--- src/rtl/i2ct_pkg.sv ---
package i2ct_pkg;
    localparam int DW    = 8;
    localparam int AW    = 7;
    localparam int RA_W  = 3;
    localparam int CNT_W = $clog2(DW + 2);

    localparam logic [RA_W-1:0] RA_CTRL = 3'd0;
    localparam logic [RA_W-1:0] RA_STAT = 3'd1;
    localparam logic [RA_W-1:0] RA_IEN  = 3'd2;
    localparam logic [RA_W-1:0] RA_OWN  = 3'd3;
    localparam logic [RA_W-1:0] RA_DATA = 3'd4;

    // field order equals bit order: bit 3 down to bit 0
    typedef struct packed {
        logic buf_sel;
        logic en;
        logic gce;
        logic fnak;
    } ctrl_t;

    // field order equals bit order: bit 6 down to bit 0
    typedef struct packed {
        logic gca;
        logic txm;
        logic stop;
        logic txe;
        logic txd;
        logic rxf;
        logic adr;
    } stat_t;

    localparam int SW = $bits(stat_t);

    typedef struct packed {
        logic start;
        logic stop;
        logic scl_rise;
        logic scl_fall;
        logic sda;
    } busev_t;

    typedef struct packed {
        logic adr;
        logic gca;
        logic rxf;
        logic txe;
        logic txd;
        logic stop;
        logic txm_set;
        logic txm_clr;
    } evt_t;

    typedef enum logic [2:0] {
        PH_IDLE, PH_ADDR, PH_RX, PH_ACK, PH_HOLD, PH_TX, PH_TACK
    } phase_t;

    function automatic logic addr_hit(input logic [DW-1:0] b,
                                      input logic [AW-1:0] own);
        return b[DW-1:1] == own;
    endfunction
endpackage

--- src/rtl/i2ct_lines.sv ---
module i2ct_lines
    import i2ct_pkg::*;
#(
    parameter int SYNC_STAGES = 2
) (
    input  logic   clk,
    input  logic   rst,
    input  logic   scl_i,
    input  logic   sda_i,
    output busev_t ev
);
    logic [SYNC_STAGES-1:0] scl_sh, sda_sh;
    logic scl_p, sda_p, scl_s, sda_s;

    generate
        if (SYNC_STAGES == 1) begin : g_one
            always_ff @(posedge clk) begin
                if (rst) begin
                    scl_sh <= '1;
                    sda_sh <= '1;
                end else begin
                    scl_sh <= scl_i;
                    sda_sh <= sda_i;
                end
            end
        end else begin : g_many
            always_ff @(posedge clk) begin
                if (rst) begin
                    scl_sh <= '1;
                    sda_sh <= '1;
                end else begin
                    scl_sh <= {scl_sh[SYNC_STAGES-2:0], scl_i};
                    sda_sh <= {sda_sh[SYNC_STAGES-2:0], sda_i};
                end
            end
        end
    endgenerate

    assign scl_s = scl_sh[SYNC_STAGES-1];
    assign sda_s = sda_sh[SYNC_STAGES-1];

    always_ff @(posedge clk) begin
        if (rst) begin
            scl_p <= 1'b1;
            sda_p <= 1'b1;
        end else begin
            scl_p <= scl_s;
            sda_p <= sda_s;
        end
    end

    always_comb begin
        ev.start    = scl_s & scl_p & sda_p & ~sda_s;
        ev.stop     = scl_s & scl_p & ~sda_p & sda_s;
        ev.scl_rise = scl_s & ~scl_p;
        ev.scl_fall = ~scl_s & scl_p;
        ev.sda      = sda_s;
    end
endmodule

--- src/rtl/i2ct_engine.sv ---
module i2ct_engine
    import i2ct_pkg::*;
(
    input  logic          clk,
    input  logic          rst,
    input  busev_t        ev,
    input  ctrl_t         ctrl,
    input  logic [AW-1:0] own,
    input  logic [DW-1:0] tx_byte,
    input  logic          rx_pend,
    input  logic          tx_pend,
    output evt_t          evt,
    output logic [DW-1:0] rx_byte,
    output logic          sda_oe,
    output logic          scl_oe
);
    phase_t             phase;
    logic [DW-1:0]      sh;
    logic [CNT_W-1:0]   cnt;
    logic               rw, sel, ack_en, mack;
    logic [DW-1:0]      byte_in;
    logic               gc_hit, hit, pend;

    assign byte_in = {sh[DW-2:0], ev.sda};
    assign gc_hit  = ctrl.gce && (byte_in == '0);
    assign hit     = ctrl.en && (addr_hit(byte_in, own) || gc_hit);
    assign pend    = rw ? tx_pend : rx_pend;
    assign scl_oe  = (phase == PH_HOLD) && pend;

    always_ff @(posedge clk) begin
        if (rst) begin
            phase   <= PH_IDLE;
            sh      <= '0;
            cnt     <= '0;
            rw      <= 1'b0;
            sel     <= 1'b0;
            ack_en  <= 1'b0;
            mack    <= 1'b0;
            sda_oe  <= 1'b0;
            rx_byte <= '0;
            evt     <= '0;
        end else begin
            evt <= '0;
            if (ev.stop) begin
                phase        <= PH_IDLE;
                sda_oe       <= 1'b0;
                sel          <= 1'b0;
                evt.stop     <= sel;
                evt.txm_clr  <= 1'b1;
            end else if (ev.start) begin
                phase        <= PH_ADDR;
                cnt          <= '0;
                sda_oe       <= 1'b0;
                sel          <= 1'b0;
                evt.txm_clr  <= 1'b1;
            end else begin
                case (phase)
                    PH_ADDR: if (ev.scl_rise) begin
                        sh  <= byte_in;
                        cnt <= cnt + 1'b1;
                        if (cnt == CNT_W'(DW-1)) begin
                            if (hit) begin
                                phase       <= PH_ACK;
                                rw          <= byte_in[0];
                                sel         <= 1'b1;
                                ack_en      <= 1'b1;
                                evt.adr     <= 1'b1;
                                evt.gca     <= gc_hit;
                                evt.txm_set <= byte_in[0];
                                evt.txe     <= byte_in[0];
                            end else begin
                                phase <= PH_IDLE;
                            end
                        end
                    end
                    PH_RX: if (ev.scl_rise) begin
                        sh  <= byte_in;
                        cnt <= cnt + 1'b1;
                        if (cnt == CNT_W'(DW-1)) begin
                            rx_byte <= byte_in;
                            evt.rxf <= 1'b1;
                            ack_en  <= ~ctrl.fnak;
                            phase   <= PH_ACK;
                        end
                    end
                    PH_ACK: if (ev.scl_fall) begin
                        if (cnt == CNT_W'(DW)) begin
                            sda_oe <= ack_en;
                            cnt    <= CNT_W'(DW+1);
                        end else begin
                            sda_oe <= 1'b0;
                            phase  <= PH_HOLD;
                        end
                    end
                    PH_HOLD: if (!pend && !evt.txe && !evt.rxf) begin
                        cnt <= '0;
                        if (rw) begin
                            sh     <= tx_byte;
                            sda_oe <= ~tx_byte[DW-1];
                            phase  <= PH_TX;
                        end else begin
                            phase <= PH_RX;
                        end
                    end
                    PH_TX: begin
                        if (ev.scl_rise) begin
                            cnt <= cnt + 1'b1;
                        end else if (ev.scl_fall) begin
                            if (cnt == CNT_W'(DW)) begin
                                sda_oe <= 1'b0;
                                phase  <= PH_TACK;
                            end else begin
                                sh     <= {sh[DW-2:0], 1'b0};
                                sda_oe <= ~sh[DW-2];
                            end
                        end
                    end
                    PH_TACK: begin
                        if (ev.scl_rise) begin
                            mack    <= ~ev.sda;
                            evt.txd <= 1'b1;
                            cnt     <= CNT_W'(DW+1);
                        end else if (ev.scl_fall && cnt == CNT_W'(DW+1)) begin
                            if (mack) begin
                                evt.txe <= 1'b1;
                                phase   <= PH_HOLD;
                            end else begin
                                phase <= PH_IDLE;
                            end
                        end
                    end
                    default: ;
                endcase
            end
        end
    end

    AST_STOP_RELEASE: assert property (@(posedge clk) disable iff (rst)
        ev.stop |=> (!sda_oe && phase == PH_IDLE));
    AST_DISABLED_NO_MATCH: assert property (@(posedge clk) disable iff (rst)
        (!ctrl.en && phase == PH_ADDR && ev.scl_rise && cnt == CNT_W'(DW-1))
        |=> (phase == PH_IDLE && !evt.adr));
    AST_RESUME_TX: assert property (@(posedge clk) disable iff (rst)
        (phase == PH_HOLD && rw && !tx_pend && !evt.txe && !ev.start && !ev.stop)
        |=> (phase == PH_TX));
endmodule

--- src/rtl/i2ct_regs.sv ---
module i2ct_regs
    import i2ct_pkg::*;
(
    input  logic            clk,
    input  logic            rst,
    input  logic            wr,
    input  logic [RA_W-1:0] addr,
    input  logic [DW-1:0]   wdata,
    input  evt_t            evt,
    input  logic [DW-1:0]   rx_byte,
    output logic [DW-1:0]   rdata,
    output ctrl_t           ctrl,
    output logic [AW-1:0]   own,
    output logic [DW-1:0]   data,
    output stat_t           stat,
    output logic            irq
);
    stat_t ien, nxt;

    always_comb begin
        nxt = stat;
        if (wr && addr == RA_STAT) begin
            nxt     = stat & stat_t'(wdata[SW-1:0]);
            nxt.txm = stat.txm;
        end
        nxt.adr  = nxt.adr  | evt.adr;
        nxt.gca  = nxt.gca  | evt.gca;
        nxt.rxf  = nxt.rxf  | evt.rxf;
        nxt.txe  = nxt.txe  | evt.txe;
        nxt.txd  = nxt.txd  | evt.txd;
        nxt.stop = nxt.stop | evt.stop;
        if (evt.txm_set)      nxt.txm = 1'b1;
        else if (evt.txm_clr) nxt.txm = 1'b0;
    end

    always_ff @(posedge clk) begin
        if (rst) begin
            stat <= '0;
            ien  <= '0;
            ctrl <= '0;
            own  <= '0;
            data <= '0;
        end else begin
            stat <= nxt;
            if (wr && addr == RA_CTRL) ctrl <= ctrl_t'(wdata[$bits(ctrl_t)-1:0]);
            if (wr && addr == RA_IEN)  ien  <= stat_t'(wdata[SW-1:0]);
            if (wr && addr == RA_OWN)  own  <= wdata[AW-1:0];
            if (evt.rxf)                    data <= rx_byte;
            else if (wr && addr == RA_DATA) data <= wdata;
        end
    end

    always_comb begin
        case (addr)
            RA_CTRL: rdata = DW'(ctrl);
            RA_STAT: rdata = DW'(stat);
            RA_IEN:  rdata = DW'(ien);
            RA_OWN:  rdata = DW'(own);
            RA_DATA: rdata = data;
            default: rdata = '0;
        endcase
    end

    assign irq = |(stat & ien);

    AST_FLAG_CLEAR: assert property (@(posedge clk) disable iff (rst)
        (wr && addr == RA_STAT && !wdata[0] && !evt.adr) |=> !stat.adr);
    AST_TXM_SET: assert property (@(posedge clk) disable iff (rst)
        evt.txm_set |=> stat.txm);
endmodule

--- src/rtl/i2ct_top.sv ---
module i2ct_top
    import i2ct_pkg::*;
#(
    parameter int SYNC_STAGES = 2
) (
    input  logic       clk,
    input  logic       rst,
    input  logic       reg_wr,
    input  logic [2:0] reg_addr,
    input  logic [7:0] reg_wdata,
    output logic [7:0] reg_rdata,
    output logic       irq,
    input  logic       scl_i,
    input  logic       sda_i,
    output logic       scl_oe,
    output logic       sda_oe
);
    busev_t        ev;
    evt_t          evt;
    ctrl_t         ctrl;
    stat_t         stat;
    logic [AW-1:0] own;
    logic [DW-1:0] data, rx_byte;

    i2ct_lines #(.SYNC_STAGES(SYNC_STAGES)) u_lines (
        .clk(clk), .rst(rst), .scl_i(scl_i), .sda_i(sda_i), .ev(ev)
    );

    i2ct_engine u_engine (
        .clk(clk), .rst(rst), .ev(ev), .ctrl(ctrl), .own(own),
        .tx_byte(data), .rx_pend(stat.rxf), .tx_pend(stat.txe),
        .evt(evt), .rx_byte(rx_byte), .sda_oe(sda_oe), .scl_oe(scl_oe)
    );

    i2ct_regs u_regs (
        .clk(clk), .rst(rst), .wr(reg_wr), .addr(reg_addr),
        .wdata(reg_wdata), .evt(evt), .rx_byte(rx_byte),
        .rdata(reg_rdata), .ctrl(ctrl), .own(own), .data(data),
        .stat(stat), .irq(irq)
    );
endmodule

--- config.mk ---
export PLATFORM = sky130hd
export DESIGN_NAME = i2ct_top
export DESIGN_NICKNAME = d
export VERILOG_FILES = /design/src/rtl/i2ct_pkg.sv /design/src/rtl/i2ct_lines.sv /design/src/rtl/i2ct_engine.sv /design/src/rtl/i2ct_regs.sv /design/src/rtl/i2ct_top.sv
export SDC_FILE = /design/constraint.sdc
export NUM_CORES = 1
export LEC_CHECK = 0
export BUFFER_PORTS_ARGS = -buffer_cell sky130_fd_sc_hd__buf_4
export CAP_MARGIN = 20
export CORE_ASPECT_RATIO = 1.1
export CORE_UTILIZATION = 55
export CTS_CLUSTER_DIAMETER = 100
export CTS_CLUSTER_SIZE = 28
export DETAILED_ROUTE_END_ITERATION = 10
export GPL_ROUTABILITY_DRIVEN = 0
export PLACE_DENSITY = 0.78
export SLEW_MARGIN = 20
export SYNTH_ARGS = -nofsm -noshare
export SYNTH_HDL_FRONTEND = slang
export SYNTH_SLANG_ARGS = --single-unit
--- constraint.sdc ---
create_clock -name clk -period 2.2 [get_ports clk]
set_input_delay 0.33 -clock clk [delete_from_list [all_inputs] [get_ports clk]]
set_output_delay 0.33 -clock clk [all_outputs]
set_load 0.01 [all_outputs]
==> impl_results.md, run 1 <==
- Status: finished clean
- Detailed Routing Iterations Pass 1: 5
- Total number of vias: 3277
- Clk_skew: 0.00721 ns
- Slew @ Worst Pin: ~0.69 ns
- DRC viols: 0
- Hold depth: 2
- # H-tree levels: 3
- CP arrival: approximately 1.8 ns
- Largest net degree at the start of global routing: 64
- Overall routed net length: about 9.5 mm
- CTS clk-pin slew, worst paths: 0.08 ns
- Complex-gate fraction of the synthesized area: 0.188
- Initial antenna violation count: 0
- R2r endpoint: u_engine.sh[2]
- Final slew viol count: 0
- Synthesis-to-layout area growth: 10.5%
- Area contributors post-synth: dfxtp_1 38%, mux2i_1 9.7%, nor2_1 6.4%
- Endpoint of the worst hold path: u_lines.scl_sh[0]
- Synth Area in XOR/XNOR: 0.0179
- Syn Inst Count: 447
- Cell taking the most area after synthesis: dfxtp_1
- Pleak: 0.00163 uW
- Clk sinks: 74
- Antenna Nets Post-Route: 0
- R2R Path Start: u_engine.cnt[0]
- Core Area: roughly 0.0067 sq mm
- First-pass GRT wire length: 14.8 mm
- Clk_lat worst skew: 0.35 ns
- Avg Inst Size Synth: 8.73 sq um
- EDFF count, synth: 0
- Worst setup EP type: output pin
- Peak supply drop: 0.487 mV
- Syn nets: 466
- Final worst path period share: 0.946
- IO Pins: 27
- Avg WL per Cell: between 15 and 20 microns
- Die height: 90.4 microns
- Num rows: 31
- Vias in the first global route: 3003
- Root buffer cell: clkbuf_8
- Die width: 82.3 microns
- Longest Clk Path Bufs: 2
- Worst Path Max Fanout: 14
- Post-synthesis adder-cell area fraction: 0.00962
- Sequential area share after synthesis: 0.379
- Total congestion overflow: 0
- Via/cell ratio: 6.00
- Share of the synthesized area in the top cell type: 0.379
- Synth Flop Type: dfxtp_1
- Inserted Clock Buffers: 9
- Port Buffers: 26
- Pwr dens: 667 mW/mm^2
- Die area: 0.00744 sq mm
- Share of cells above drive strength 1: 0.179
- Antenna cells: 0
- Synth Area in Simple Gates: 0.218
- CTS tree: done
- Layout Nets: 478
- Setup slack, reg-to-reg: 0.20 ns
- Mux cell area share after synthesis: 0.123
- # setup viols final: 0
- Worst min-delay path class: input pin to register
- Final TNS setup: 0 ns
- Crit Path Class: register to output pin
- Utilization after layout: 0.643
- Crit path launch type: register
- Fin. Hold Viols: 0
- Hold buffer count at CTS: 0
- DRT iter0 DRCs: 308
- RSZ-0062 raised after global routing: no
- FFs w/ async S/R, synth: 0
- Required @ worst endpoint: 1.87 ns
- Initial core utilization: 0.582
- Fin crit period: about 2.1 ns
- Max Freq: 481 MHz
- Max Cap Violations: 0
- Largest family of logic cells by synthesized area: simple AND/OR/NAND/NOR gates
- Slew headroom: 0.537
- Post-Synthesis Cell Area: 0.00390 sq mm
- Synth warn: 0
- Reg2Reg Depth: 9
- Fillcell total: 563
- Post-synth cell types: 63
- GRT Util Overall: 0.264
- Synthesized flop and latch total: 74
- Dpl hpwl: 6.76 mm
- Min-delay src: scl_i
cell type report:
type / count / area, sq um / share of cell area
inverters: 15 / 56.3 / 0.0130
flip-flops and latches: 74 / 1480 / 0.344
well taps: 82 / 103 / 0.0238
clock buffers: 10 / 128 / 0.0296
repair buffers: 34 / 255 / 0.0591
multi-input cells: 325 / 2180 / 0.504
clock inverters: 6 / 115 / 0.0267
where the power goes:
part | internal [uW] | leakage (uW) | switching [uW]
sequential | 1360 | 0.000599 | 26.8
clock | 758 | 0.000117 | 532
combinational | 82.2 | 0.000916 | 122
total | 2200 | 0.00163 | 681
placed cells by master (no fill, tap or decap), types with 2 or more instances in the layout:
cell,Yosys,routed
clkinv_4,0,2
inv_1,15,15
nand3b_1,2,2
nor3b_1,2,2
buf_4,4,34
nand2_1,28,28
bufinv_16,0,3
nand4b_1,5,5
mux4_2,2,2
nand4_1,2,2
clkbuf_8,0,9
nor3_1,5,5
nor2b_1,8,8
a21oi_1,26,26
xnor2_1,4,4
xor2_1,4,4
a211oi_1,11,11
a22oi_1,4,4
nand3_1,12,12
a31oi_1,9,9
nor2b_4,2,2
and3_1,6,6
dfxtp_1,74,73
o221ai_1,2,2
mux2_2,3,3
mux2i_1,38,38
o21ai_2,2,2
and3b_1,2,2
and2b_1,2,2
nor2_1,67,67
or2_2,6,6
nand2b_1,5,5
o21ai_0,25,25
ha_1,3,3
and2_1,3,3
o21ai_1,2,2
o21bai_1,2,2
a311oi_2,7,7
how the worst max path moves through the flow:
stage	slack, ns	to	start	depth (start not counted)
2_1_floorplan	0.42	u_engine.sh[5]	u_engine.cnt[0]	10
3_3_place_gp	0.26	u_engine.phase[0]	u_engine.phase[2]	6
3_5_place_dp	0.13	u_engine.phase[0]	u_engine.phase[2]	6
4_1_cts	0.14	scl_oe	u_engine.phase[1]	3
5_1_grt	0.02	scl_oe	u_engine.phase[1]	3
6_report	0.12	scl_oe	u_engine.phase[1]	3
repair_timing:
| action | CTS | global route |
|---|---|---|
| endpoints found under the setup margin | 1 | 0 |
| setup buffers | 0 | 0 |
| resized for setup | 1 | 0 |
per-layer routing:
layer  vias to the layer above  wire length (microns)  GRT usage
met3                        20                    452     0.0566
met4                         0                    225     0.0921
met5                         -                      0          0
li1                       1605                      -          -
met1                      1547                   4220      0.327
met2                       105                   4590      0.441
sequential cells by signal (all words and copies together), names as in the netlist, 2 cells and up:
signal / cells
u_engine.sh: 7
u_regs.stat: 7
u_engine.phase: 3
u_engine.cnt: 4
u_engine.evt: 8
u_regs.data: 8
u_lines.scl_sh: 2
u_regs.own: 7
u_lines.sda_sh: 2
u_regs.ctrl: 4
u_regs.ien: 7
u_engine.rx_byte: 8
cell usage after synthesis (6+ instances only):
| cell type | instances |
|---|---|
| a211oi_1 | 11 |
| a21oi_1 | 26 |
| a311oi_2 | 7 |
| a31oi_1 | 9 |
| and3_1 | 6 |
| buf_2 | 11 |
| clkbuf_1 | 12 |
| dfxtp_1 | 74 |
| inv_1 | 15 |
| mux2i_1 | 38 |
| nand2_1 | 28 |
| nand3_1 | 12 |
| nor2_1 | 67 |
| nor2b_1 | 8 |
| o21ai_0 | 25 |
| or2_2 | 6 |
kinds of logic after synthesis:
group	after synthesis
AOI/OAI and AO/OA	103
DFF	74
muxes	44
and+or+nand+nor	167
buffers and inverters	48
xor gates and xnor gates	8
adders and majority gates	3
critical path, cell delays in order, from the launching register on:
cell and delay, ns:
dfxtp_1 0.68, nand2b_1 0.43, nor3_1 0.13, buf_4 0.16
through the flow:
step	instances	hold slack (ns)	area, sq um	total power, uW	setup WS (ns)
6_report	546	0.164	4320	2880	0.120
2_1_floorplan	447	0.389	3900	1550	0.419
4_1_cts	546	0.155	4320	2890	0.139
5_1_grt	546	0.156	4320	2970	0.0180
3_5_place_dp	530	0.396	4070	1620	0.133
3_3_place_gp	530	0.391	4070	1610	0.258
Note: power is estimated with default switching activity, not from simulation.
==> run 2: changes to the inputs <==
--- a/config.mk
+++ b/config.mk
@@ -14,6 +14,7 @@
 export DETAILED_ROUTE_END_ITERATION = 10
 export GPL_ROUTABILITY_DRIVEN = 0
 export PLACE_DENSITY = 0.78
+export RECOVER_POWER = 25
 export SLEW_MARGIN = 20
 export SYNTH_ARGS = -nofsm -noshare
 export SYNTH_HDL_FRONTEND = slang
==> impl_results.md, run 2 (synthesized netlist as in run 1, its figures left out) <==
- Status: finished clean
- # setup viols final: 0 (unchanged)
- Share of cells above drive strength 1: 0.177 (-0.00216)
- Pleak: 0.00163 uW (-0.31%)
- M2 GR Usage: 0.441 (unchanged)
- Largest net degree at the start of global routing: 64 (unchanged)
- Initial core utilization: 0.582 (unchanged)
- Buffer count from post-CTS setup fixing: 0 (unchanged)
- Via/cell ratio: 5.99 (-0.12%)
- Layout Cells excl Fill: 546 (unchanged)
- Slew @ Worst Pin: 1.35 ns (+0.655 ns)
- Core Area: 0.00671 sq mm (unchanged)
- Worst min-delay path class: input pin to register
- Longest Clk Path Bufs: 2 (unchanged)
- M3 GR Usage: 0.0566 (unchanged)
- Detailed Routing Iterations Pass 1: 5 (unchanged)
- CTS tree: done
- Final slew viol count: 0 (unchanged)
- Clk sinks: 74 (unchanged)
- Min-delay src: scl_i
- Die height: 90.4 microns (unchanged)
- Endpoint of the worst hold path: u_lines.scl_sh[0]
- Slew headroom: 0.100 (-0.437)
- R2R Path Start: u_engine.cnt[0]
- Utilization after layout: 0.642 (-0.000932)
- Critical path's slowest cell: dfxtp_1
- # H-tree levels: 3 (unchanged)
- Pwr dens: 668 mW/mm^2 (+0.14%)
- Max Cap Violations: 0 (unchanged)
- Die area: 0.00744 sq mm (unchanged)
- Root buffer cell: clkbuf_8
- WP buf/inv: 1 (unchanged)
- Cell family with most CP delay: flip-flops
- Fin. Hold Viols: 0 (unchanged)
- Overall routed net length: 9.48 mm (-0.13%)
- Inserted Clock Buffers: 9 (unchanged)
- Reg2Reg Depth: 9 (unchanged)
- Critical path cell sequence: nand2b_1 -> nor3_1 -> buf_4
- DRC viols: 0 (unchanged)
- Avg WL per Cell: 17.4 microns (-0.13%)
- First-pass GRT wire length: 14.8 mm (unchanged)
- GRT Util Overall: 0.264 (unchanged)
- Most common cell after layout, fill and taps aside: dfxtp_1
- Final TNS setup: 0 ns (unchanged)
- Required @ worst endpoint: 1.87 ns (about the same)
- Final worst path period share: 0.947 (+0.00144)
- Total congestion overflow: 0 (unchanged)
- Port Buffers: 26 (unchanged)
- Crit path launch type: register
- Antenna Nets Post-Route: 0 (unchanged)
- Fillcell total: 564 (+0.18%)
- CTS clk-pin slew, worst paths: 0.08 ns (about the same)
- Num rows: 31 (unchanged)
- Die width: 82.3 microns (unchanged)
- Cells after DPL: 530 (unchanged)
- CP arrival: 1.75 ns (about the same)
- Max Freq: 480 MHz (-0.15%)
- IO Pins: 27 (unchanged)
- Seq. cell area: 0.00148 sq mm (unchanged)
- Setup slack, reg-to-reg: 0.19 ns (about the same)
- Largest stage delay on the critical path: 0.68 ns (about the same)
- Top flop regs: u_engine.evt x8, u_engine.rx_byte x8, u_regs.data x8
- Clk_lat worst skew: 0.35 ns (about the same)
- Initial antenna violation count: 0 (unchanged)
- Dpl hpwl: 6.76 mm (unchanged)
- Worst Path Max Fanout: 14 (unchanged)
- Vias in the first global route: 3003 (unchanged)
- Hold buffer count at CTS: 0 (unchanged)
- RSZ-0062 raised after global routing: no
- GRT met1 Usage: 0.327 (unchanged)
- Fin crit period: 2.08 ns (+0.00317 ns)
- DRT iter0 DRCs: 308 (unchanged)
- Hold depth: 2 (unchanged)
- Area of the multi-input gates: 0.00218 sq mm (unchanged)
- Layout Nets: 478 (unchanged)
- Resize count post-CTS: 1 (unchanged)
- Worst setup EP type: output pin
- Peak supply drop: 0.487 mV (about the same)
- Synthesis-to-layout area growth: 10.4%
- Antenna cells: 0 (unchanged)
- Commonest non-fill, non-tap cells in the layout: 73 x dfxtp_1, 67 x nor2_1, 38 x mux2i_1
- Clk_skew: 0.00721 ns (+0.0000000800 ns)
- Total number of vias: 3273 (-0.12%)
- R2r endpoint: u_engine.sh[2]
- Most used routing layer: met2
- Crit Path Class: register to output pin
==> run 2: worst register-to-register path: cells and delay by family, from the launching register on <==
kind            cells  cell delay (ns)
buf+inv             2             0.30
simple gates        3             0.42
fa+ha+maj           1             0.21
compound gates      3             0.54
flops               1             0.45
==> run 2: worst max-delay path by stage <==
stage                            startpoint           endpoint  slack [ns]  cells after the start
after global routing      u_engine.phase[1]             scl_oe        0.02                      3
after detailed placement  u_engine.phase[2]  u_engine.phase[0]        0.13                      6
after CTS                 u_engine.phase[1]             scl_oe        0.14                      3
final                     u_engine.phase[1]             scl_oe        0.12                      3
after floorplan             u_engine.cnt[0]     u_engine.sh[5]        0.42                     10
after global placement    u_engine.phase[2]  u_engine.phase[0]        0.26                      6
==> run 2: metal layers <==
metal  wire length (microns)  vias up
met1                    4170     1532
met2                    4590      117
li1                        -     1604
met5                       0        -
met4                     225        0
met3                     485       20
==> run 2: cell type report <==
cell class | count | share of cell area
clock buffer | 10 | 0.0296
tap | 82 | 0.0238
inverter | 15 | 0.0131
clock inverter | 6 | 0.0267
timing repair buffer | 34 | 0.0578
multi-input combinational | 325 | 0.505
sequential | 74 | 0.344
==> run 2: power breakdown <==
group | total, uW | switching, uW | internal (uW)
sequential | 1390 | 26.8 | 1360
combinational | 203 | 122 | 81.7
clock | 1290 | 532 | 758
total | 2880 | 681 | 2200
==> run 2: per-stage QoR <==
stage               total power (uW)  area [sq um]  hold slack, ns  setup slack (ns)
floorplan                       1550          3900           0.389             0.419
global placement                1610          4070           0.391             0.258
detailed placement              1620          4070           0.396             0.133
CTS                             2890          4320           0.155             0.139
global route                    2970          4310           0.156            0.0180
finish                          2880          4310           0.164             0.117
